[src/rtl/uart_rb_pkg.sv]
package uart_rb_pkg;

    localparam int OFS_WIN_LO = 0;
    localparam int OFS_WIN_HI = 1;
    localparam int OFS_LINE   = 3;
    localparam int OFS_STAT   = 5;
    localparam int OFS_DIV_LO = 8;
    localparam int OFS_DIV_HI = 9;

    typedef enum logic [2:0] {
        SEL_NONE = 3'd0,
        SEL_DATA = 3'd1,
        SEL_IER  = 3'd2,
        SEL_DLO  = 3'd3,
        SEL_DHI  = 3'd4,
        SEL_LINE = 3'd5,
        SEL_STAT = 3'd6
    } reg_sel_e;

    // bit order matches the register layout, MSB first
    typedef struct packed {
        logic       latch_sel;
        logic       brk;
        logic       stick;
        logic       even;
        logic       pen;
        logic       long_stop;
        logic [1:0] wcode;
    } line_cfg_t;

    typedef enum logic [2:0] {
        PAR_NONE  = 3'd0,
        PAR_ODD   = 3'd1,
        PAR_EVEN  = 3'd2,
        PAR_ONE   = 3'd3,
        PAR_ZERO  = 3'd4
    } par_mode_e;

    typedef struct packed {
        logic       wr;
        logic       rd;
        reg_sel_e   sel;
        logic [7:0] data;
    } bus_req_t;

    function automatic reg_sel_e decode_sel(input int unsigned ofs, input logic latch);
        reg_sel_e s;
        case (ofs)
            OFS_WIN_LO: s = latch ? SEL_DLO : SEL_DATA;
            OFS_WIN_HI: s = latch ? SEL_DHI : SEL_IER;
            OFS_LINE:   s = SEL_LINE;
            OFS_STAT:   s = SEL_STAT;
            OFS_DIV_LO: s = SEL_DLO;
            OFS_DIV_HI: s = SEL_DHI;
            default:    s = SEL_NONE;
        endcase
        return s;
    endfunction

    function automatic logic [3:0] calc_data_bits(input logic [1:0] wcode);
        return 4'd5 + {2'b00, wcode};
    endfunction

    function automatic logic [2:0] calc_stop_halves(input logic long_stop, input logic [1:0] wcode);
        if (!long_stop)
            return 3'd2;
        else if (wcode == 2'd0)
            return 3'd3;
        else
            return 3'd4;
    endfunction

    function automatic par_mode_e calc_par(input logic pen, input logic even, input logic stick);
        par_mode_e m;
        if (!pen)
            m = PAR_NONE;
        else if (!stick)
            m = even ? PAR_EVEN : PAR_ODD;
        else
            m = even ? PAR_ZERO : PAR_ONE;
        return m;
    endfunction

endpackage

[src/rtl/uart_rb_decode.sv]
module uart_rb_decode
    import uart_rb_pkg::*;
#(
    parameter int ADDR_W = 4,
    parameter int BUS_W  = 32
) (
    input  logic [ADDR_W-1:0] addr,
    input  logic [BUS_W-1:0]  wdata,
    input  logic              wr,
    input  logic              rd,
    input  logic              latch_sel,
    output bus_req_t          req
);

    always_comb begin
        req.wr   = wr;
        req.rd   = rd;
        req.sel  = decode_sel(32'(addr), latch_sel);
        req.data = wdata[7:0];
    end

endmodule

[src/rtl/uart_rb_regs.sv]
module uart_rb_regs
    import uart_rb_pkg::*;
#(
    parameter int IER_BITS = 4
) (
    input  logic                clk,
    input  logic                rst,
    input  bus_req_t            req,
    output line_cfg_t           line_q,
    output logic [IER_BITS-1:0] ier_q,
    output logic [7:0]          dlo_q,
    output logic [7:0]          dhi_q,
    output logic [7:0]          thr_q,
    output logic                load_q,
    output logic                rxrd_q
);

    logic wr_data, wr_ier, wr_dlo, wr_dhi, wr_line, rd_data;

    always_comb begin
        wr_data = req.wr && (req.sel == SEL_DATA);
        wr_ier  = req.wr && (req.sel == SEL_IER);
        wr_dlo  = req.wr && (req.sel == SEL_DLO);
        wr_dhi  = req.wr && (req.sel == SEL_DHI);
        wr_line = req.wr && (req.sel == SEL_LINE);
        rd_data = req.rd && (req.sel == SEL_DATA);
    end

    always_ff @(posedge clk) begin
        if (rst) begin
            line_q <= '0;
            ier_q  <= '0;
            dlo_q  <= '0;
            dhi_q  <= '0;
            thr_q  <= '0;
            load_q <= 1'b0;
            rxrd_q <= 1'b0;
        end else begin
            if (wr_line) line_q <= line_cfg_t'(req.data);
            if (wr_ier)  ier_q  <= req.data[IER_BITS-1:0];
            if (wr_dlo)  dlo_q  <= req.data;
            if (wr_dhi)  dhi_q  <= req.data;
            if (wr_data) thr_q  <= req.data;
            load_q <= wr_data;
            rxrd_q <= rd_data;
        end
    end


    thr_load_chk: assert property (@(posedge clk) disable iff (rst)
        (req.wr && req.sel == SEL_DATA) |=> (load_q && thr_q == $past(req.data)));


    rbr_pulse_chk: assert property (@(posedge clk) disable iff (rst)
        (req.rd && req.sel == SEL_DATA) |=> rxrd_q);


    div_write_chk: assert property (@(posedge clk) disable iff (rst)
        (req.wr && req.sel == SEL_DLO) |=> (!load_q && dlo_q == $past(req.data)));


    undef_hold_chk: assert property (@(posedge clk) disable iff (rst)
        (req.wr && req.sel == SEL_NONE) |=>
            ($stable(line_q) && $stable(ier_q) && $stable(dlo_q) && $stable(dhi_q) && !load_q));

endmodule

[src/rtl/uart_rb_rdmux.sv]
module uart_rb_rdmux
    import uart_rb_pkg::*;
#(
    parameter int BUS_W    = 32,
    parameter int IER_BITS = 4
) (
    input  bus_req_t            req,
    input  line_cfg_t           line_q,
    input  logic [IER_BITS-1:0] ier_q,
    input  logic [7:0]          dlo_q,
    input  logic [7:0]          dhi_q,
    input  logic [7:0]          rx_byte,
    input  logic [7:0]          line_status,
    output logic [BUS_W-1:0]    rdata
);

    logic [7:0] byte_sel;

    always_comb begin
        case (req.sel)
            SEL_DATA: byte_sel = rx_byte;
            SEL_IER:  byte_sel = 8'(ier_q);
            SEL_DLO:  byte_sel = dlo_q;
            SEL_DHI:  byte_sel = dhi_q;
            SEL_LINE: byte_sel = line_q;
            SEL_STAT: byte_sel = line_status;
            default:  byte_sel = 8'h00;
        endcase
        rdata = req.rd ? BUS_W'(byte_sel) : '0;
    end

endmodule

[src/rtl/uart_rb_frame.sv]
module uart_rb_frame
    import uart_rb_pkg::*;
(
    input  line_cfg_t  line_q,
    output logic [3:0] data_bits,
    output logic [2:0] stop_halves,
    output par_mode_e  par_mode
);

    always_comb begin
        data_bits   = calc_data_bits(line_q.wcode);
        stop_halves = calc_stop_halves(line_q.long_stop, line_q.wcode);
        par_mode    = calc_par(line_q.pen, line_q.even, line_q.stick);
    end

endmodule

[src/rtl/uart_regbank.sv]
module uart_regbank
    import uart_rb_pkg::*;
#(
    parameter int ADDR_W   = 4,
    parameter int BUS_W    = 32,
    parameter int IER_BITS = 4
) (
    input  logic                clk,
    input  logic                rst,
    input  logic [ADDR_W-1:0]   addr,
    input  logic [BUS_W-1:0]    wdata,
    input  logic                wr,
    input  logic                rd,
    output logic [BUS_W-1:0]    rdata,
    input  logic [7:0]          rx_byte,
    input  logic [7:0]          line_status,
    output logic [7:0]          tx_data,
    output logic                tx_load,
    output logic                rx_read,
    output logic [IER_BITS-1:0] ier,
    output logic [15:0]         divisor,
    output logic [1:0]          word_code,
    output logic [3:0]          data_bits,
    output logic [2:0]          stop_halves,
    output logic [2:0]          par_mode,
    output logic                brk,
    output logic                dlab
);

    bus_req_t  req;
    line_cfg_t line_q;
    logic [7:0] dlo_q, dhi_q;
    par_mode_e par_e;

    uart_rb_decode #(.ADDR_W(ADDR_W), .BUS_W(BUS_W)) u_dec (
        .addr(addr), .wdata(wdata), .wr(wr), .rd(rd),
        .latch_sel(line_q.latch_sel), .req(req)
    );

    uart_rb_regs #(.IER_BITS(IER_BITS)) u_regs (
        .clk(clk), .rst(rst), .req(req), .line_q(line_q), .ier_q(ier),
        .dlo_q(dlo_q), .dhi_q(dhi_q), .thr_q(tx_data),
        .load_q(tx_load), .rxrd_q(rx_read)
    );

    uart_rb_rdmux #(.BUS_W(BUS_W), .IER_BITS(IER_BITS)) u_mux (
        .req(req), .line_q(line_q), .ier_q(ier), .dlo_q(dlo_q), .dhi_q(dhi_q),
        .rx_byte(rx_byte), .line_status(line_status), .rdata(rdata)
    );

    uart_rb_frame u_frame (
        .line_q(line_q), .data_bits(data_bits),
        .stop_halves(stop_halves), .par_mode(par_e)
    );

    always_comb begin
        divisor   = {dhi_q, dlo_q};
        word_code = line_q.wcode;
        par_mode  = par_e;
        brk       = line_q.brk;
        dlab      = line_q.latch_sel;
    end


    stop_range_chk: assert property (@(posedge clk) disable iff (rst)
        (stop_halves >= 3'd2) && (stop_halves <= 3'd4)
        && ((stop_halves == 3'd3) -> (data_bits == 4'd5)));


    par_off_chk: assert property (@(posedge clk) disable iff (rst)
        (par_mode == 3'd0) == !line_q.pen);


    idle_rdata_chk: assert property (@(posedge clk) disable iff (rst)
        !rd |-> (rdata == '0));


    alias_no_strobe_chk: assert property (@(posedge clk) disable iff (rst)
        (wr && dlab) |=> !tx_load);

endmodule

[config.mk]
export PLATFORM = sky130hd
export DESIGN_NAME = uart_regbank
export DESIGN_NICKNAME = d
export VERILOG_FILES = /design/src/rtl/uart_rb_pkg.sv /design/src/rtl/uart_rb_decode.sv /design/src/rtl/uart_rb_regs.sv /design/src/rtl/uart_rb_rdmux.sv /design/src/rtl/uart_rb_frame.sv /design/src/rtl/uart_regbank.sv
export SDC_FILE = /design/constraint.sdc
export NUM_CORES = 1
export LEC_CHECK = 0
export BUFFER_PORTS_ARGS = -buffer_cell sky130_fd_sc_hd__clkbuf_2
export CAP_MARGIN = 0
export CORE_MARGIN = 2
export CORE_UTILIZATION = 45
export CTS_BUF_LIST = sky130_fd_sc_hd__clkbuf_8 sky130_fd_sc_hd__clkbuf_16
export CTS_CLUSTER_DIAMETER = 100
export DETAILED_ROUTE_END_ITERATION = 6
export MAX_ROUTING_LAYER = met4
export PLACE_DENSITY = 0.79
export SETUP_SLACK_MARGIN = 0.3
export SLEW_MARGIN = 30
export SYNTH_ARGS = -nofsm -noshare
export SYNTH_HDL_FRONTEND = slang
export SYNTH_HIERARCHICAL = 1
export SYNTH_SLANG_ARGS = --single-unit
[constraint.sdc]
create_clock -name clk -period 5.4 [get_ports clk]
set_clock_uncertainty 0.1 [all_clocks]
set_input_delay 0.54 -clock clk [delete_from_list [all_inputs] [get_ports clk]]
set_output_delay 0.54 -clock clk [all_outputs]
set_load 0.03 [all_outputs]
# After elaboration in Yosys (flattened, before gate mapping)
# Index checks and enable logic that the tools add are counted.
op_classes:
  n_eq_ne: 11
  n_mux: 11
  n_addsub: 1
  reduce_logical: 8
ops:
  columns: ["op", "count"]
  rows:
  - ["case mux 8 bit (6 select lines)", 1]
  - ["two-way mux 3 bit", 6]
  - ["case mux 3 bit (6 select lines)", 1]
  - ["equality test 3 bit (second input constant)", 3]
  - ["equality test 4 bit (second input constant)", 2]
  - ["two-way mux 8 bit", 1]
  - ["equality test 3 x 2 -> 1 bit (second input constant)", 2]
  - ["logical AND 1 bit", 6]
  - ["adder 3 x 2 -> 4 bit (first input constant)", 1]
  - ["equality test 4 x 1 -> 1 bit (second input constant)", 1]
  - ["equality test 4 x 2 -> 1 bit (second input constant)", 1]
  - ["equality test 4 x 3 -> 1 bit (second input constant)", 1]
  - ["zero test 4 bit", 1]
  - ["two-way mux 2 bit", 2]
  - ["equality test 3 x 1 -> 1 bit (second input constant)", 1]
  - ["zero test 2 bit", 1]
totals:
  output_inout_bits: 76
  word_cells: 44
  input_bits: 56
  reg_bits: 38

# Depth between registers and ports, before layout
# Gate-level depths: netlist of the first run.
logic_depth:
  ltp_word: 5
  depth_mapped: 8
  ltp_nobuf: 6

# Modules after synthesis
# Netlist of the first run, hierarchy kept.
modules_own_cells:
  columns: ["mod", "cells_per_inst", "n_inst", "area_per_inst_um2", "seq_area_each_um2"]
  rows:
  - ["uart_rb_regs", 136, 1, 1529.0, 760.7]
  - ["uart_rb_rdmux", 92, 1, 753.2, 0.0]
  - ["uart_rb_decode", 24, 1, 151.4, 0.0]
  - ["uart_rb_frame", 13, 1, 98.8, 0.0]

# Worst setup path after synthesis of the first run
# No wires, ideal clock.
synth_timing:
  path_kind: "register -> output"
  from: "reg, netlist name u_regs/line_q[7]"
  to: "out rdata[1]"
  t_arrival_ps: 2262
  required_ps: 4760
  slack_ps: 2498
  stages_incl_launch_ff: 9
  path_buffers: 2
  cell_sequence: "dfxtp_1 -> nor2_1 -> o32a_1 -> nor2_1 -> buf_6 -> buf_6 -> nor2b_1 -> nand2_1 -> a31oi_1"
synth_lines:
  columns: ["element", "line_no", "rtl"]
  rows:
  - ["to (decl)", "uart_regbank.sv:14", "output logic [BUS_W-1:0] rdata,"]

==> results of run 1 <==
worst min-delay path, cell delays in order, from the launching register on:
cell and delay [ns]:
dfxtp_1 0.32, nand2b_1 0.06, mux2i_1 0.06
power groups by stage:
stage	combinational [mW]	clock, mW	sequential [mW]
floorplan	0.100	0	0.304
global placement	0.115	0	0.295
detailed placement	0.117	0	0.295
CTS	0.117	0.211	0.289
global route	0.126	0.223	0.289
finish	0.117	0.203	0.289
sequential cells by signal, summed over array words and instances, names as in the netlist:
signal	flops
u_regs/dhi_q	8
u_regs/dlo_q	8
u_regs/line_q	8
u_regs/thr_q	8
u_regs/ier_q	4
u_regs/load_q	1
u_regs/rxrd_q	1
worst paths after layout:
kind                     from  slack (ns)  cells past startpoint               end
min           u_regs/thr_q[6]        0.38                      2   u_regs/thr_q[6]
min reg2reg   u_regs/thr_q[6]        0.38                      2   u_regs/thr_q[6]
max reg2reg  u_regs/line_q[7]        2.92                      5  u_regs/line_q[3]
max                   addr[2]        2.03                      7          rdata[4]
synth_stat cells, types with 3 or more instances:
master    count  area, um^2
a21oi_1       5        25.0
a22oi_1       4        30.0
a31oi_1       3        18.8
and2_1        3        18.8
and3b_1      10        87.6
buf_2         5        25.0
buf_4        37         278
buf_6         6        67.6
dfxtp_1      38         761
ha_1          4        50.1
inv_1         3        11.3
mux2_2        6        67.6
mux2i_1      38         380
nand2_1       3        11.3
nand2b_1     46         288
nand3b_1      4        30.0
nor2_1        8        30.0
nor2b_1       6        37.5
o21ai_0       6        30.0
routing by layer:
layer	global-route usage	vias up
li1	-	976
met4	0.0672	0
met1	0.234	914
met5	-	-
met3	0.0375	8
met2	0.277	83
area by class of cell:
class | instances | share of cell area
inverters | 3 | 0.00395
clock buffers | 6 | 0.0290
repair buffers | 85 | 0.151
well taps | 72 | 0.0316
multi-input cells | 195 | 0.513
clock inverters | 2 | 0.00439
flip-flops and latches | 38 | 0.267
cells by family (layout without fill, tap and decap cells):
kind of cell               count (synthesis)  count (layout)  share of synthesized area
and+or+nand+nor                           96              96                      0.264
buffers and inverters                     55              96                      0.158
muxes                                     46              46                      0.186
DFF                                       38              38                      0.300
AOI/OAI and AO/OA                         25              25                     0.0711
adders and majority gates                  4               4                     0.0198
other                                      1              24                    0.00148
==> flow_metrics.tcl, run 1 <==
set metrics [dict create \
    status "finished clean" \
    power_mw 0.609 \
    regArea_um2 761 \
    fillers 518 \
    dp_hpwl_um 4000 \
    drtAntennaViolNets 0 \
    path_buf_inv 2 \
    top_layer "met4" \
    crit_required_ns 4.76 \
    critical_path.cell_chain "clkbuf_2 > o21ai_0 > and4_1 > nor3b_2 > a22oi_1 > a21oi_1 > clkbuf_2" \
    ir_drop_uv 130 \
    die_area_mm2 0.00624 \
    crit_top_cell "clkbuf_2" \
    rsz0062_at_grt "no" \
    wl_met2_um 2570 \
    fin_ws_ns 2.03 \
    final_common_cell "clkbuf_2" \
    max_freq_mhz 297 \
    cp-start-kind "input pin" \
    design_area_mm2 0.00285 \
    wire_per_inst_um 13.8 \
    cts_hold_buf 0 \
    grt_use_total 0.180 \
    max-clock-path-buffers 2 \
    root_buffer "clkbuf_8" \
    drt_iter0_markers 101 \
    worstSetupPathType "input pin to primary output" \
    die_w_um 79.0 \
    ys_seq_area_frac 0.300 \
    final.period_utilization 0.624 \
    drc 0 \
    worst_pin_slew_ns 0.833 \
    grt_pass1_vias 1800 \
    syn_area_per_cell_um2 9.56 \
    p_switching_mw 0.182 \
    synthArstFlopShare 0 \
    cp_max_fo 25 \
    swShare 0.299 \
    p_leak_nw 1.48 \
    viasPerCell 4.94 \
    final_cell_mix "clkbuf_2, nand2b_1, mux2i_1, dfxtp_1, conb_1" \
    antenna_found_initial 0 \
    fin_crit_ns 3.37 \
    internal_power_mw 0.427 \
    hp-class "flop to flop" \
    finalSetupTns_ns 0 \
    p_comb_frac 0.192 \
    setup_viol 0 \
    placed_area_mm2 0.00276 \
    io_buffers 83 \
    wl_um 5530 \
    initial_utilization 0.463 \
    cts_setup_buffers 0 \
    critical_path.top_delay_family "simple AND/OR/NAND/NOR gates" \
    cpPeakStageDelay_ns 0.77 \
    grt_first_pass_wirelength_um 8580 \
    grt-ovfl-total 0 \
    finalMaxSlewViolations 0 \
    cts_tree "yes" \
    netlist_area_mm2 0.00253 \
    preCtsSetupSlack_ns 2.08 \
    antennaDiodeCount 0 \
    slowest_stage "and4_1" \
    power.density_mw_per_mm2 214 \
    synth_warnings 6 \
    vias 1981 \
    clk_pin_slew_ns 0.08 \
    p_seq_frac 0.474 \
    hold_viol_final 0 \
    cts-buffers-inserted 5 \
    synth_edf_count 0 \
    finalNetCount 388 \
    num_rows 27 \
    dpl.cell_count 393 \
    post_cts_resize_count 0 \
    worstSetupEndpointType "primary output" \
    insertion_delay_ns 0.28 \
    area_growth_pct 12.6 \
    wl_met1_um 2500 \
    drtPass1Iterations 4 \
    syn_inst 265 \
    multi_input_area_mm2 0.00146 \
    globalplace.congestion 0.821 \
    clkPwrFrac 0.334 \
    final_layout_size_suffix_gt1_frac 0.334 \
    stdcell_count 401 \
    postLayoutCoreUtil 0.521 \
    pin_count 132 \
    synth_seq_cells 38 \
    met3WireLength_um 375 \
    grt_max_degree 47 \
    die_height_um 79.0 \
    htreeDepth 2 \
    core-area_mm2 0.00547 \
    yosysUniqueCellTypes 41 \
    ys.flop_type "dfxtp_1" \
    hold_ws_ns 0.383 \
    maxSlewHeadroom 0.445 \
    critPathArrivalTime_ns 2.73 \
    cap_violations 0 \
    clock_sinks 38 \
]
No activity file was read; power rests on OpenSTA's default activity.
==> run 2, diff against run 1 <==
--- a/config.mk
+++ b/config.mk
@@ -5,15 +5,16 @@
 export SDC_FILE = /design/constraint.sdc
 export NUM_CORES = 1
 export LEC_CHECK = 0
+export ABC_AREA = 1
 export BUFFER_PORTS_ARGS = -buffer_cell sky130_fd_sc_hd__clkbuf_2
 export CAP_MARGIN = 0
 export CORE_MARGIN = 2
-export CORE_UTILIZATION = 45
+export CORE_UTILIZATION = 41
 export CTS_BUF_LIST = sky130_fd_sc_hd__clkbuf_8 sky130_fd_sc_hd__clkbuf_16
 export CTS_CLUSTER_DIAMETER = 100
 export DETAILED_ROUTE_END_ITERATION = 6
 export MAX_ROUTING_LAYER = met4
-export PLACE_DENSITY = 0.79
+export PLACE_DENSITY = 0.76
 export SETUP_SLACK_MARGIN = 0.3
 export SLEW_MARGIN = 30
 export SYNTH_ARGS = -nofsm -noshare
==> constraint.sdc (replaced) <==
create_clock -name clk -period 2.75 [get_ports clk]
set_clock_uncertainty 0.1 [all_clocks]
set_input_delay 0.275 -clock clk [delete_from_list [all_inputs] [get_ports clk]]
set_output_delay 0.275 -clock clk [all_outputs]
set_load 0.03 [all_outputs]
==> run 2 against run 1 <==
  * Power increased by 98%
  * Die area grew 7.2%
  * Flip-flop and latch count stayed put
  * Final cell count up 33%
  * Register-to-register slack worse by 2.1 ns
  * Wire length grew 13%
  * Critical path depth grew 3
  * Clock power increased by 67%
  * First-iteration DRC count up 97%
==> flow_metrics.tcl, run 2 <==
set metrics [dict create \
    preCtsSetupSlack_ns 0.446 \
    antenna_found_initial 0 \
    status "finished clean" \
    setup_viol 0 \
    worstSetupEndpointType "primary output" \
    clock_sinks 38 \
    vias 2566 \
    synthSimpleGateAreaFrac 0.391 \
    grt_use_total 0.187 \
    cts_hold_buf 0 \
    ys.flop_type "dfxtp_1" \
    finalNetCount 517 \
    grt-ovfl-total 0 \
    drtAntennaViolNets 0 \
    io_buffers 83 \
    synth-compound-area-share 0.0585 \
    cp-start-kind "flop" \
    final.period_utilization 0.855 \
    synth_warnings 6 \
    globalplace.congestion 0.879 \
    root_buffer "clkbuf_8" \
    clkPwrFrac 0.282 \
    synth_top_area_frac 0.306 \
    critical_path.cell_chain "inv_1 > o211ai_2 > o21ai_4 > buf_4 > nor2_4 > nand3_1 > nand2_1 > nor2_1 > a21oi_2 > clkbuf_2" \
    cts-buffers-inserted 5 \
    hold_viol_final 0 \
    drtPass1Iterations 4 \
    num_rows 28 \
    synth_most_common_cell "nor2_1" \
    synth_seq_cells 38 \
    final_common_cell "nor2_1" \
    netlist_area_mm2 0.00248 \
    slowest_stage "dfxtp_2" \
    initial_utilization 0.422 \
    antennaDiodeCount 0 \
    die_height_um 81.8 \
    yosysUniqueCellTypes 25 \
    cp_max_fo 8 \
    synth_fa_ha_area_frac 0.0202 \
    htreeDepth 2 \
    worstSetupPathType "flop to primary output" \
    die_w_um 81.8 \
    synth_mux_area_frac 0 \
    synth_edf_count 0 \
    fin_ws_ns 0.398 \
    grt_max_degree 34 \
    grt_first_pass_wirelength_um 9490 \
    core-area_mm2 0.00589 \
    cts_tree "yes" \
    synth_commonest_cells "nor2_1, nand2_1, inv_1" \
    synthArstFlopShare 0 \
    crit_required_ns 2.38 \
    drc 0 \
    wl_um 6270 \
    synth_top_family_by_area "simple AND/OR/NAND/NOR gates" \
    critPathArrivalTime_ns 1.98 \
    area_growth_pct 15.6 \
    syn_area_per_cell_um2 6.43 \
    syn_inst 386 \
    finalSetupTns_ns 0 \
    wire_per_inst_um 11.8 \
    cap_violations 0 \
    ys_seq_area_frac 0.306 \
    cpPeakStageDelay_ns 0.39 \
    insertion_delay_ns 0.28 \
    p_switching_mw 0.399 \
    final_layout_size_suffix_gt1_frac 0.265 \
    synth.largest_area_cell "dfxtp_1" \
    clk_pin_slew_ns 0.07 \
    pin_count 132 \
    rsz0062_at_grt "yes" \
    p_comb_frac 0.237 \
    p_seq_frac 0.481 \
    swShare 0.330 \
    p_leak_nw 1.53 \
    drt_iter0_markers 199 \
    power.density_mw_per_mm2 421 \
    power_mw 1.21 \
    viasPerCell 4.82 \
    max-clock-path-buffers 2 \
    fin_crit_ns 2.35 \
    max_freq_mhz 425 \
    final_cell_mix "nor2_1, clkbuf_2, nand2_1" \
    fillers 634 \
    synthTopCellsByArea "dfxtp_1, nor2_1, buf_4" \
    grt_pass1_vias 2134 \
    die_area_mm2 0.00669 \
    finalMaxSlewViolations 0 \
    hold_ws_ns 0.0894 \
    ir_drop_uv 286 \
    synth_xor_area_frac 0 \
    hp-class "input pin to flop" \
    dp_hpwl_um 4870 \
    internal_power_mw 0.809 \
]
-- run 2: layout make-up --
| class | instances | area, um^2 | area share |
|---|---|---|---|
| clock buffer | 5 | 68.8 | 0.0240 |
| sequential | 38 | 762 | 0.265 |
| multi-input combinational | 271 | 1270 | 0.442 |
| tap | 75 | 93.8 | 0.0327 |
| clock inverter | 2 | 7.51 | 0.00262 |
| timing repair buffer | 91 | 478 | 0.167 |
| inverter | 50 | 190 | 0.0663 |
-- run 2: logic make-up (layout without fill, tap and decap cells) --
kind of cell	count (synthesis)	after routing
and+or+nand+nor	217	217
adders and majority gates	4	4
other	1	24
DFF	38	38
buffers and inverters	100	148
AOI/OAI and AO/OA	26	26
-- run 2: metal layers --
metal | vias to the layer above | global-route usage | wire [um]
met1 | 1145 | 0.223 | 2710
met4 | 0 | 0.0483 | 68
met5 | - | - | 0
met3 | 12 | 0.0396 | 406
met2 | 98 | 0.320 | 3090
li1 | 1311 | - | -
-- run 2: timing repair --
action / CTS / global route
pin swaps: 0 / 2
buffers inserted: 0 / 2
gates resized for setup: 3 / 5
setup endpoints to repair: 8 / 8
-- run 2: path summary, 6_finish.rpt --
kind	cells past startpoint	end	startpoint	slack (ns)
min	2	u_regs/load_q	rst	0.09
max reg2reg	10	u_regs/thr_q[4]	u_regs/line_q[7]	0.84
min reg2reg	2	u_regs/thr_q[5]	u_regs/thr_q[5]	0.39
max	10	rdata[1]	u_regs/line_q[7]	0.40
-- run 2: worst max-delay path: cells and delay by family (launching register included) --
family / cells / cell delay [ns]
compound gates: 3 / 0.40
flops: 1 / 0.39
simple gates: 4 / 0.45
buf+inv: 3 / 0.44
-- run 2: power by group through the flow --
| stage | clock network (mW) | logic (mW) | registers (mW) |
|---|---|---|---|
| after CTS | 0.354 | 0.281 | 0.581 |
| after floorplan | 0 | 0.215 | 0.622 |
| after detailed placement | 0 | 0.277 | 0.593 |
| final | 0.340 | 0.287 | 0.581 |
| after global routing | 0.381 | 0.314 | 0.583 |
| after global placement | 0 | 0.273 | 0.593 |
-- run 2: metrics by stage --
step | util | instances | area [um^2]
floorplan | - | 409 | 2570
global placement | 0.469 | 523 | 2760
detailed placement | 0.469 | 523 | 2760
CTS | 0.484 | 530 | 2850
global route | 0.488 | 532 | 2870
finish | 0.488 | 532 | 2870
